===== config.mk =====
export PLATFORM = sky130hd
export DESIGN_NAME = bubble_edge_encoder
export DESIGN_NICKNAME = d
export VERILOG_FILES = /design/src/rtl/bte_pkg.sv /design/src/rtl/bte_detect.sv /design/src/rtl/bte_segcount.sv /design/src/rtl/bubble_edge_encoder.sv
export SDC_FILE = /design/constraint.sdc
export NUM_CORES = 1
export LEC_CHECK = 0
export BUFFER_PORTS_ARGS = -buffer_cell sky130_fd_sc_hd__buf_2
export CORE_UTILIZATION = 45
export CTS_BUF_LIST = sky130_fd_sc_hd__clkbuf_16
export CTS_CLUSTER_SIZE = 25
export DETAILED_ROUTE_END_ITERATION = 16
export SETUP_SLACK_MARGIN = 0.3
export SYNTH_ARGS = -nofsm -noshare
export SYNTH_HDL_FRONTEND = slang
export SYNTH_SLANG_ARGS = --single-unit

===== constraint.sdc =====
create_clock -name clk -period 4.4 [get_ports clk]
set_clock_uncertainty 0.1 [all_clocks]
set_input_delay 0.88 -clock clk [delete_from_list [all_inputs] [get_ports clk]]
set_output_delay 0.88 -clock clk [all_outputs]
set_load 0.1 [all_outputs]

===== src/rtl/bte_pkg.sv =====
`timescale 1ns/1ps
package bte_pkg;
  // Number of taps one detector cell examines: its own tap plus the four that follow.
  localparam int unsigned DET_SPAN = 5;

  // Rule for one detector cell: the tap is high and the four following taps are low.
  function automatic logic det_cell(input logic [DET_SPAN-1:0] w);
    return w[0] & ~w[1] & ~w[2] & ~w[3] & ~w[4];
  endfunction
endpackage


===== src/rtl/bte_detect.sv =====
`timescale 1ns/1ps
module bte_detect #(
  parameter int unsigned NTAPS = 32
) (
  input  logic             clk,
  input  logic             rst_n,
  input  logic [NTAPS-1:0] taps_i,
  input  logic             pol_i,
  output logic [NTAPS-1:0] hot_q,
  output logic             pol_q
);
  import bte_pkg::*;

  localparam int unsigned PAD = DET_SPAN - 1;

  logic [NTAPS-1:0]     norm;
  logic [NTAPS+PAD-1:0] padded;
  logic [NTAPS-1:0]     fire;

  assign norm   = pol_i ? ~taps_i : taps_i;
  assign padded = {{PAD{1'b0}}, norm};

  for (genvar g = 0; g < NTAPS; g++) begin : g_cell
    assign fire[g] = det_cell(padded[g+PAD:g]);
  end

  always_ff @(posedge clk or negedge rst_n) begin
    if (!rst_n) begin
      hot_q <= '0;
      pol_q <= 1'b0;
    end else begin
      hot_q <= fire;
      pol_q <= pol_i;
    end
  end

  // a firing cell needs four clear taps after it, so no other cell
  // can fire within the next four positions.
  for (genvar g = 0; g < NTAPS - 1; g++) begin : g_spc
    localparam int unsigned HI = (g + PAD < NTAPS - 1) ? g + PAD : NTAPS - 1;
    assert_spacing_R2: assert property (@(posedge clk) disable iff (!rst_n)
      hot_q[g] |-> (hot_q[HI:g+1] == '0));
  end
endmodule


===== src/rtl/bte_segcount.sv =====
`timescale 1ns/1ps
module bte_segcount #(
  parameter int unsigned NTAPS = 32,
  parameter int unsigned SEG_W = 8
) (
  input  logic                           clk,
  input  logic                           rst_n,
  input  logic [NTAPS-1:0]               hot_i,
  input  logic                           pol_i,
  output logic [NTAPS/SEG_W-1:0][$clog2(SEG_W+1)-1:0] seg_cnt_q,
  output logic [NTAPS/SEG_W-1:0]         seg_hit_q,
  output logic                           pol_q
);
  localparam int unsigned NSEG   = NTAPS / SEG_W;
  localparam int unsigned SEG_CW = $clog2(SEG_W + 1);

  // Running adder within one segment: each position before the first set bit
  // adds 01, each position at or after it adds 00.
  function automatic logic [SEG_CW-1:0] seg_lead(input logic [SEG_W-1:0] v);
    logic [SEG_CW-1:0] n;
    logic              seen;
    n    = '0;
    seen = 1'b0;
    for (int i = 0; i < SEG_W; i++) begin
      if (v[i]) seen = 1'b1;
      n = n + (seen ? SEG_CW'(0) : SEG_CW'(1));
    end
    return n;
  endfunction

  for (genvar s = 0; s < NSEG; s++) begin : g_seg
    logic [SEG_W-1:0] slice;
    assign slice = hot_i[s*SEG_W +: SEG_W];

    always_ff @(posedge clk or negedge rst_n) begin
      if (!rst_n) begin
        seg_cnt_q[s] <= SEG_CW'(SEG_W);
        seg_hit_q[s] <= 1'b0;
      end else begin
        seg_cnt_q[s] <= seg_lead(slice);
        seg_hit_q[s] <= |slice;
      end
    end

    // a segment that holds a hit counts fewer positions than its width.
    assert_seg_hit_R4: assert property (@(posedge clk) disable iff (!rst_n)
      seg_hit_q[s] |-> (seg_cnt_q[s] < SEG_CW'(SEG_W)));
    // an empty segment contributes its full width.
    assert_seg_empty_R5: assert property (@(posedge clk) disable iff (!rst_n)
      !seg_hit_q[s] |-> (seg_cnt_q[s] == SEG_CW'(SEG_W)));
  end

  always_ff @(posedge clk or negedge rst_n) begin
    if (!rst_n) pol_q <= 1'b0;
    else        pol_q <= pol_i;
  end
endmodule


===== src/rtl/bubble_edge_encoder.sv =====
`timescale 1ns/1ps
module bubble_edge_encoder #(
  parameter int unsigned NTAPS      = 32,
  parameter int unsigned SEG_W      = 8,
  parameter int unsigned POL_OFFSET = 256,
  parameter int unsigned OUT_W      = 16
) (
  input  logic             clk,
  input  logic             rst_n,
  input  logic [NTAPS-1:0] taps_i,
  input  logic             pol_i,
  output logic [OUT_W-1:0] edge_num_o,
  output logic             edge_vld_o
);
  localparam int unsigned NSEG   = NTAPS / SEG_W;
  localparam int unsigned SEG_CW = $clog2(SEG_W + 1);
  localparam logic [OUT_W-1:0] NO_EDGE = OUT_W'(NTAPS);
  localparam logic [OUT_W-1:0] OFFSET  = OUT_W'(POL_OFFSET);

  // Stage 1 to 2 event wires
  logic [NTAPS-1:0]              hot;
  logic                          pol_s1;
  logic [NSEG-1:0][SEG_CW-1:0]   seg_cnt;
  logic [NSEG-1:0]               seg_hit;
  logic                          pol_s2;
  logic [OUT_W-1:0]              total;
  logic                          any_hit;

  bte_detect #(.NTAPS(NTAPS)) u_detect (
    .clk    (clk),
    .rst_n  (rst_n),
    .taps_i (taps_i),
    .pol_i  (pol_i),
    .hot_q  (hot),
    .pol_q  (pol_s1)
  );

  bte_segcount #(.NTAPS(NTAPS), .SEG_W(SEG_W)) u_segcount (
    .clk       (clk),
    .rst_n     (rst_n),
    .hot_i     (hot),
    .pol_i     (pol_s1),
    .seg_cnt_q (seg_cnt),
    .seg_hit_q (seg_hit),
    .pol_q     (pol_s2)
  );

  // Segment-level running adder: add each segment count until the first
  // segment that holds a hit has been added, then add nothing more.
  function automatic logic [OUT_W-1:0] seg_combine(
    input logic [NSEG-1:0][SEG_CW-1:0] cnt,
    input logic [NSEG-1:0]             hit,
    input logic                        pol
  );
    logic [OUT_W-1:0] acc;
    logic             stop;
    acc  = pol ? OFFSET : '0;
    stop = 1'b0;
    for (int s = 0; s < NSEG; s++) begin
      if (!stop) acc = acc + OUT_W'(cnt[s]);
      if (hit[s]) stop = 1'b1;
    end
    return acc;
  endfunction

  assign total   = seg_combine(seg_cnt, seg_hit, pol_s2);
  assign any_hit = |seg_hit;

  always_ff @(posedge clk or negedge rst_n) begin
    if (!rst_n) begin
      edge_num_o <= NO_EDGE;
      edge_vld_o <= 1'b0;
    end else begin
      edge_num_o <= total;
      edge_vld_o <= any_hit;
    end
  end

  // the valid flag follows the detector row by exactly two stages.
  assert_latency_R7: assert property (@(posedge clk) disable iff (!rst_n)
    edge_vld_o == $past(|hot, 2));
  // no edge gives the tap count, with or without the offset.
  assert_no_edge_R5: assert property (@(posedge clk) disable iff (!rst_n)
    !edge_vld_o |-> (edge_num_o == NO_EDGE || edge_num_o == NO_EDGE + OFFSET));
  // a found edge lies inside one polarity half.
  assert_in_half_R4: assert property (@(posedge clk) disable iff (!rst_n)
    edge_vld_o |-> (edge_num_o < NO_EDGE ||
                    (edge_num_o >= OFFSET && edge_num_o < OFFSET + NO_EDGE)));
  // the code never passes the top of the two halves.
  assert_range_R9: assert property (@(posedge clk) disable iff (!rst_n)
    edge_num_o < OUT_W'(2 * POL_OFFSET));
  // the offset half is used exactly when polarity 1 was presented.
  assert_polarity_R6: assert property (@(posedge clk) disable iff (!rst_n)
    (edge_num_o >= OFFSET) == $past(pol_s1, 2));
endmodule


* After elaboration in Yosys (flattened, before gate mapping)
Cells that the tools add are included.
** Cells by class
- Mux-type cells :: 72
- Bitwise logic cells :: 150
- Reduce and logical (&&, ||, !) cells :: 5
- $add $sub $neg :: 32
** Operators by type and width (number)
- $and A1 B1 Y1 :: 118
- $add A4 B4 Y4 :: 28
- $mux W1 :: 67
- $add A16 B4 Y16 :: 2
- $mux W16 :: 2
- $mux W32 :: 1
- $not A32 Y32 :: 1
- $reduce_or A8 Y1 :: 4
- $not A1 Y1 :: 31
- $add A10 B4 Y11 :: 1
- $mux W11 :: 1
- $add A9 B4 Y10 :: 1
- $mux W9 :: 1
- $reduce_or A4 Y1 :: 1
** Word-level totals
- Bits of input ports :: 35
- Bits in registers :: 71

* Logic depth before layout (Yosys ltp)
Gate-level depths: netlist of the first run.
- Depth after elaboration :: 10
- Mapped depth :: 15
- Depth with buffers taken out :: 15

* By module
Synthesis of the first run repeated with hierarchy kept, for this count alone.
** Unflattened totals
- Cell total of the unflattened synthesis :: 380
- Area total of the unflattened synthesis :: 4043.9 um^2
** By module, submodules not included
- bte_detect :: area an instance 1671.6 um^2, sequential area each 825.8 um^2, times used 1, cells an instance 147
- bte_segcount :: area an instance 1420.1 um^2, sequential area each 530.5 um^2, times used 1, cells an instance 132
- bubble_edge_encoder :: area an instance 952.2 um^2, sequential area each 226.5 um^2, times used 1, cells an instance 101

* Least setup slack after synthesis of the first run
No wires, ideal clock.
- Path kind :: register -> register
- Start point :: register u_detect.hot_q[25]
- End point :: register u_segcount.seg_cnt_q[14] (netlist bit)
- Stages on the path, launching flop included :: 11
- Slack :: 726 ps
- Path buffers :: 0
- Library setup time :: 122 ps
- Arrival time :: 3452 ps
- Cell sequence :: dfrtp_1 -> or3_4 -> or4_4 -> or3_4 -> inv_2 -> ha_1 -> fa_1 -> fa_1 -> ha_1 -> fa_1 -> xor2_1
** Between the ends
- Longest elaborated chain between the ends :: 9
** RTL lines
- from (decl) :: line bte_detect.sv:9 : output logic [NTAPS-1:0] hot_q,
- from (signal assigned) :: line bte_detect.sv:32 : hot_q <= fire;
- $mux W1 * :: line bte_segcount.sv:25 : if (v[i]) seen = 1'b1;
- $mux W1 (on tied branches) :: line bte_segcount.sv:26, bte_segcount.sv:25
- $add A4 B4 Y4 (tied with other cells) (5 in a row) :: line bte_segcount.sv:26 : n = n + (seen ? SEG_CW'(0) : SEG_CW'(1));
- $add A4 B4 Y4 / $mux W1 (equally long branches) :: line bte_segcount.sv:26
- $add A4 B4 Y4 * :: line bte_segcount.sv:26
- to (signal, indexed assignment) :: line bte_segcount.sv:37 : seg_cnt_q[s] <= SEG_CW'(SEG_W);
- to (signal, indexed assignment) :: line bte_segcount.sv:40 : seg_cnt_q[s] <= seg_lead(slice);
- to (decl) :: line bte_segcount.sv:10 : output logic [NTAPS/SEG_W-1:0][$clog2(SEG_W+1)-1:0] seg_cnt_q,
Mark *: on every way between the ends. The rest lies on a longest branch, timed or not.

* Final worst setup path of the first run
Ends and elaborated chain as after synthesis.

==> impl_metrics.ini, run 1 <==
[timing]
relSlewSlack = 0.4326
min_period_ps = 3787
rsz0062_at_grt = false
tns_ps = 0
finalSetupViolations = 0
worst_slew_pin_slew_ps = 851.0
period_share = 0.8607
drv_slew = 0
max_freq_mhz = 264.1
holdWs_ps = 247.4
hold_viol_final = 0

[worst_setup_path]
crit_path_end = u_segcount.seg_cnt_q[14]$_DFF_PN0_
end_kind = register
crit_fanout = 4
timing.rr.start = u_detect.hot_q[25]$_DFF_PN0_
cp_data_arrival_time_ps = 3900
ff2ff_path_depth = 10
regToRegSetupSlack_ps = 610
crit_type = reg -> reg
critical_path.startpoint = u_detect.hot_q[25]$_DFF_PN0_
critPathLaunchType = register
r2r-end = u_segcount.seg_cnt_q[14]$_DFF_PN0_
worstPathRequired_ps = 4510

[yosys]
synth-xor-area-share = 0.02486
yosysSeqAreaShare = 0.4085
synth_top_family_by_area = simple AND/OR/NAND/NOR gates
synth-simple-area-share = 0.2312
synth_adder_area_share = 0.1679
synth-compound-area-share = 0.09364
synth_cell_type_count = 48
synthesis.area_sq_um = 3875
yosys.area.top_type = dfrtp_1
synth-seq-cells = 63
netlist_instances = 384
synth_edf_count = 0
synthTopCellsByArea = dfrtp_1 37%, ha_1 9.0%, fa_1 7.7%
synth-main-ff-cell = dfrtp_1
async_flop_share = 1.000
synth_common_cells = 58 x dfrtp_1, 34 x nor2_1, 28 x ha_1, 28 x inv_1, 27 x nand2_1
syn_area_per_cell_sq_um = 10.09
synth.most_common_cell = dfrtp_1
synthMuxAreaShare = 0.02293
yosysWarnings = 0
synth_top_area_frac = 0.3746

[job]
drv_cap = 0

[placed_design]
portBuffers = 43
hpwl_um = 5362
place_congestion = 0.8033

[global_route]
grt_usage = 0.1805
overflow = 0
antenna_found_initial = 0
grt_pass1_wl_um = 12300
grt_max_degree = 41
grt_pass1_vias = 2783

[drt]
vias = 2821
drc = 0
wire_per_inst_um = 12.91
drt_iter0_drc = 79
routed_wl_um = 7011
routed_via_density = 5.195
firstDrtPassIters = 6
antenna_left = 0

[power_and_ir_drop]
p_total_w = 0.003204
power_density_nw_per_um2 = 714.6
power.leakage_nw = 2.082
ir_drop_uv = 294.7

[cts]
cts-root-buf = clkbuf_16
cts_inserted_buffers = 9
ctsResizeCount = 0
cts_tree = built
clk_path_buf_depth = 2
clkTransAtPathRegs_ps = 60
cts_htree_levels = 3
clock-sinks = 63
insertion_delay_ps = 330

[die]
ios = 52
fp.dieW_um = 94.80
core_sq_um = 8258
die_h_um = 94.80
die_area_sq_um = 8986
rows = 33
initial_core_util = 0.4692

[finish]
fin_nets = 511
diodes = 0
synthToLayoutAreaGrowth_pct = 15.69
drive_gt1_frac = 0.1895
n_fill_cell = 760

[run_status]
status = completed

[worst_hold_path]
hp-start = u_detect.pol_q$_DFF_PN0_
worstHoldPathType = reg -> reg
## state kept, by name, summed over array words and instances, names as in the netlist
register and cells:
u_detect.hot_q 32, edge_num_o 8, u_segcount.pol_q 1, u_detect.pol_q 1, edge_vld_o 1, u_segcount.seg_cnt_q 16, u_segcount.seg_hit_q 4
## worst min-delay path by stage
stage	cells past startpoint	slack (ps)	endpoint
floorplan	0	230	edge_num_o[8]$_DFF_PN0_
global placement	0	230	u_segcount.pol_q$_DFF_PN0_
detailed placement	0	230	u_segcount.pol_q$_DFF_PN0_
CTS	0	250	u_segcount.pol_q$_DFF_PN0_
global route	0	260	u_segcount.pol_q$_DFF_PN0_
finish	0	250	u_segcount.pol_q$_DFF_PN0_
## per-layer routing
layer / global-route usage / share of wire / routed length [um]
met3: 0.03704 / 0.034 / 237
met1: 0.2179 / 0.44 / 3056
met2: 0.3082 / 0.52 / 3618
met5: 0 / 0 / 0
met4: 0.08333 / 0.014 / 99
## cell usage in the layout, fill, tap and decap left out, types with 4 or more instances in the layout
cell type	count
clkbuf_16	9
o21ai_0	17
nor2b_1	8
nor3b_1	4
nor4b_1	5
dfstp_2	5
inv_1	28
dfrtp_1	58
buf_2	43
conb_1	8
o31ai_1	12
nand4b_1	6
mux2_2	7
fa_1	15
a211oi_1	4
xnor2_1	4
ha_1	28
nand3b_1	7
nand2b_1	11
or3_1	8
xor2_1	7
nand3_1	17
nor2_1	34
a21oi_1	8
nor3_1	11
nand2_1	27
nand4_1	6
a21o_1	4
## report_power, final
group          internal [W]  switching, W  leakage [nW]
combinational      0.000719      0.000992          1.14
clock              0.000444      0.000269         0.143
sequential         0.000718     0.0000619         0.798
total               0.00188       0.00132          2.08
## logic make-up (layout without fill, tap and decap cells)
kind of cell             Yosys count  after routing
adder cells (fa/ha/maj)           43             43
other                              1              8
buffers and inverters             43             90
AND/OR/NAND/NOR                  161            161
multiplexers                       8              8
AO/OA/AOI/OAI                     54             54
flip-flops                        63             63
XOR/XNOR                          11             11
## per-stage QoR
step / utilization / setup WS (ps) / instances / cell area, sq um
global placement: 0.5050 / 691.3 / 526 / 4170
finish: 0.5429 / 613.0 / 543 / 4483
CTS: 0.5420 / 573.6 / 542 / 4476
floorplan: - / 726.0 / 391 / 3901
detailed placement: 0.5050 / 600.6 / 526 / 4170
global route: 0.5429 / 380.0 / 543 / 4483
## what timing repair did
action | CTS | global route
setup endpoints to repair | 0 | 1
buffers inserted | 0 | 1
hold buffers | 0 | 0
## critical path, cell delays in order, from the launching register on
cell	delay, ps
dfrtp_1	390
or3_4	410
or4_4	430
or3_4	350
inv_2	60
ha_1	240
fa_1	530
fa_1	420
ha_1	220
fa_1	380
xor2_1	160
## cell type report
class / instances / area (sq um) / share of cell area
repair buffers: 45 / 230.2 / 0.05135
multi-input cells: 285 / 2125 / 0.4739
inverters: 29 / 108.9 / 0.02428
clock inverters: 7 / 80.08 / 0.01786
flip-flops and latches: 63 / 1583 / 0.3531
clock buffers: 9 / 225.2 / 0.05024
well taps: 105 / 131.4 / 0.02931
Note: power is estimated with default switching activity, not from simulation.
==> run 2, diff against run 1 <==
Settings changed: RECOVER_POWER from default to 50.
==> run 2 against run 1 <==
The flow now finishes with violations (capacitance limit, slew limit). Non-clock buffer count did not move. Sequential cell count did not move. Highest routed layer unchanged. Cell area fell by 0.14%. Via count did not move.
==> impl_metrics.ini, run 2 (same netlist as run 1, synthesis figures left out) <==
[worst_setup_path]
critical-path-max-stage-delay_ps = 530
cp_cell_sequence = or3_4, or4_4, or3_4, inv_2, ha_1, fa_1, fa_1, ha_1, fa_1, xor2_1
regToRegSetupSlack_ps = 610
crit_fanout = 4
critPathLaunchType = register
ff2ff_path_depth = 10
timing.rr.start = u_detect.hot_q[25]$_DFF_PN0_
cp_data_arrival_time_ps = 3900
worstPathRequired_ps = 4510
r2r-end = u_segcount.seg_cnt_q[14]$_DFF_PN0_
crit_slowest_cell = fa_1
crit_path_end = u_segcount.seg_cnt_q[14]$_DFF_PN0_
critical_path.startpoint = u_detect.hot_q[25]$_DFF_PN0_
end_kind = register
crit_type = reg -> reg
cpMostUsedCell = fa_1

[cts]
insertion_delay_ps = 330
clkTransAtPathRegs_ps = 60
cts_htree_levels = 3
clk_path_buf_depth = 2
cts-root-buf = clkbuf_16
cts_hold_buf = 0
clock-sinks = 63
cts_tree = built
cts_inserted_buffers = 9

[run_status]
status = complete, but fails checks
violations = capacitance limit, slew limit

[timing]
period_share = 0.8607
hold_viol_final = 0
min_period_ps = 3787
relSlewSlack = -0.3515
finalSetupViolations = 0
tns_ps = 0
holdWs_ps = 247.4
drv_slew = 41
worst_slew_pin_slew_ps = 2027
max_freq_mhz = 264.1
rsz0062_at_grt = false
layout_setup_ws_ps = 613.0

[drt]
drt_iter0_drc = 81
routed_wl_um = 7007
drc = 0
antenna_left = 0
routed_via_density = 5.195
wire_per_inst_um = 12.90
vias = 2821
firstDrtPassIters = 6

[die]
fp.dieW_um = 94.80
die_area_sq_um = 8986
rows = 33
core_sq_um = 8258
die_h_um = 94.80
ios = 52
initial_core_util = 0.4692

[finish]
largest_reg_flops = 32
n_fill_cell = 761
regMostFlops = u_detect.hot_q
diodes = 0
fin_nets = 511
drive_gt1_frac = 0.1826
reg_top3 = u_detect.hot_q: 32 flops, u_segcount.seg_cnt_q: 16 flops, edge_num_o: 8 flops
final_common_cell = dfrtp_1
layout_common_cells = 58 x dfrtp_1, 41 x buf_2, 34 x nor2_1
synthToLayoutAreaGrowth_pct = 15.53

[worst_hold_path]
worstHoldPathType = reg -> reg

[job]
drv_cap = 1

[global_route]
grt_max_degree = 41
grt_usage = 0.1805
grt_pass1_wl_um = 12300
antenna_found_initial = 0
overflow = 0
grt_pass1_vias = 2783

[placed_design]
place_ws_ps = 600.6
hpwl_um = 5362
place_congestion = 0.8033
portBuffers = 43

[power_and_ir_drop]
power.leakage_nw = 2.071
power_density_nw_per_um2 = 715.5
ir_drop_uv = 294.7
==> run 2: how the worst min path moves through the flow <==
stage / startpoint / endpoint / depth (start not counted)
3_3_place_gp: u_detect.pol_q$_DFF_PN0_ / u_segcount.pol_q$_DFF_PN0_ / 0
3_5_place_dp: u_detect.pol_q$_DFF_PN0_ / u_segcount.pol_q$_DFF_PN0_ / 0
6_report: u_detect.pol_q$_DFF_PN0_ / u_segcount.pol_q$_DFF_PN0_ / 0
2_1_floorplan: u_segcount.pol_q$_DFF_PN0_ / edge_num_o[8]$_DFF_PN0_ / 0
4_1_cts: u_detect.pol_q$_DFF_PN0_ / u_segcount.pol_q$_DFF_PN0_ / 0
5_1_grt: u_detect.pol_q$_DFF_PN0_ / u_segcount.pol_q$_DFF_PN0_ / 0
==> run 2: power by group <==
group | total, W | switching, W | leakage [nW] | internal, W
Clock | 0.000712 | 0.000269 | 0.143 | 0.000444
Sequential | 0.000781 | 0.0000620 | 0.798 | 0.000719
Combinational | 0.00171 | 0.000992 | 1.13 | 0.000718
==> run 2: what timing repair did <==
item / 4_1_cts / 5_1_grt
setup buffers: 0 / 1
resized for setup: 0 / 0
hold endpoints to repair: 0 / 0
setup endpoints to repair: 0 / 1
==> run 2: routing by layer <==
| layer | share of wire | GRT usage | wire [um] | vias up |
|---|---|---|---|---|
| met5 | 0 | 0 | 0 | - |
| met4 | 0.014 | 0.08333 | 99 | 0 |
| met3 | 0.033 | 0.03704 | 228 | 9 |
| met2 | 0.52 | 0.3082 | 3618 | 50 |
| met1 | 0.44 | 0.2179 | 3061 | 1332 |
| li1 | - | - | - | 1430 |
==> run 2: area by class of cell <==
cell class	count	area, sq um	area share
clock inverter	7	80.08	0.01789
sequential	63	1583	0.3536
inverter	29	108.9	0.02432
tap	105	131.4	0.02935
multi-input combinational	285	2125	0.4746
clock buffer	9	225.2	0.05031
timing repair buffer	45	224.0	0.05003
==> run 2: worst max-delay path: cells and delay by family, from the launching register on <==
kind,cells,cell delay (ps)
XOR/XNOR,1,160
adder cells (fa/ha/maj),5,1790
AND/OR/NAND/NOR,3,1190
buffers and inverters,1,60
flip-flops,1,390
==> run 2: stage by stage <==
stage | power, W | util | instance area (sq um) | std cells
5_1_grt | 0.003490 | 0.5421 | 4477 | 543
3_3_place_gp | 0.002426 | 0.5050 | 4170 | 526
3_5_place_dp | 0.002479 | 0.5050 | 4170 | 526
6_report | 0.003203 | 0.5421 | 4477 | 543
2_1_floorplan | 0.002154 | - | 3901 | 391
4_1_cts | 0.003220 | 0.5420 | 4476 | 542
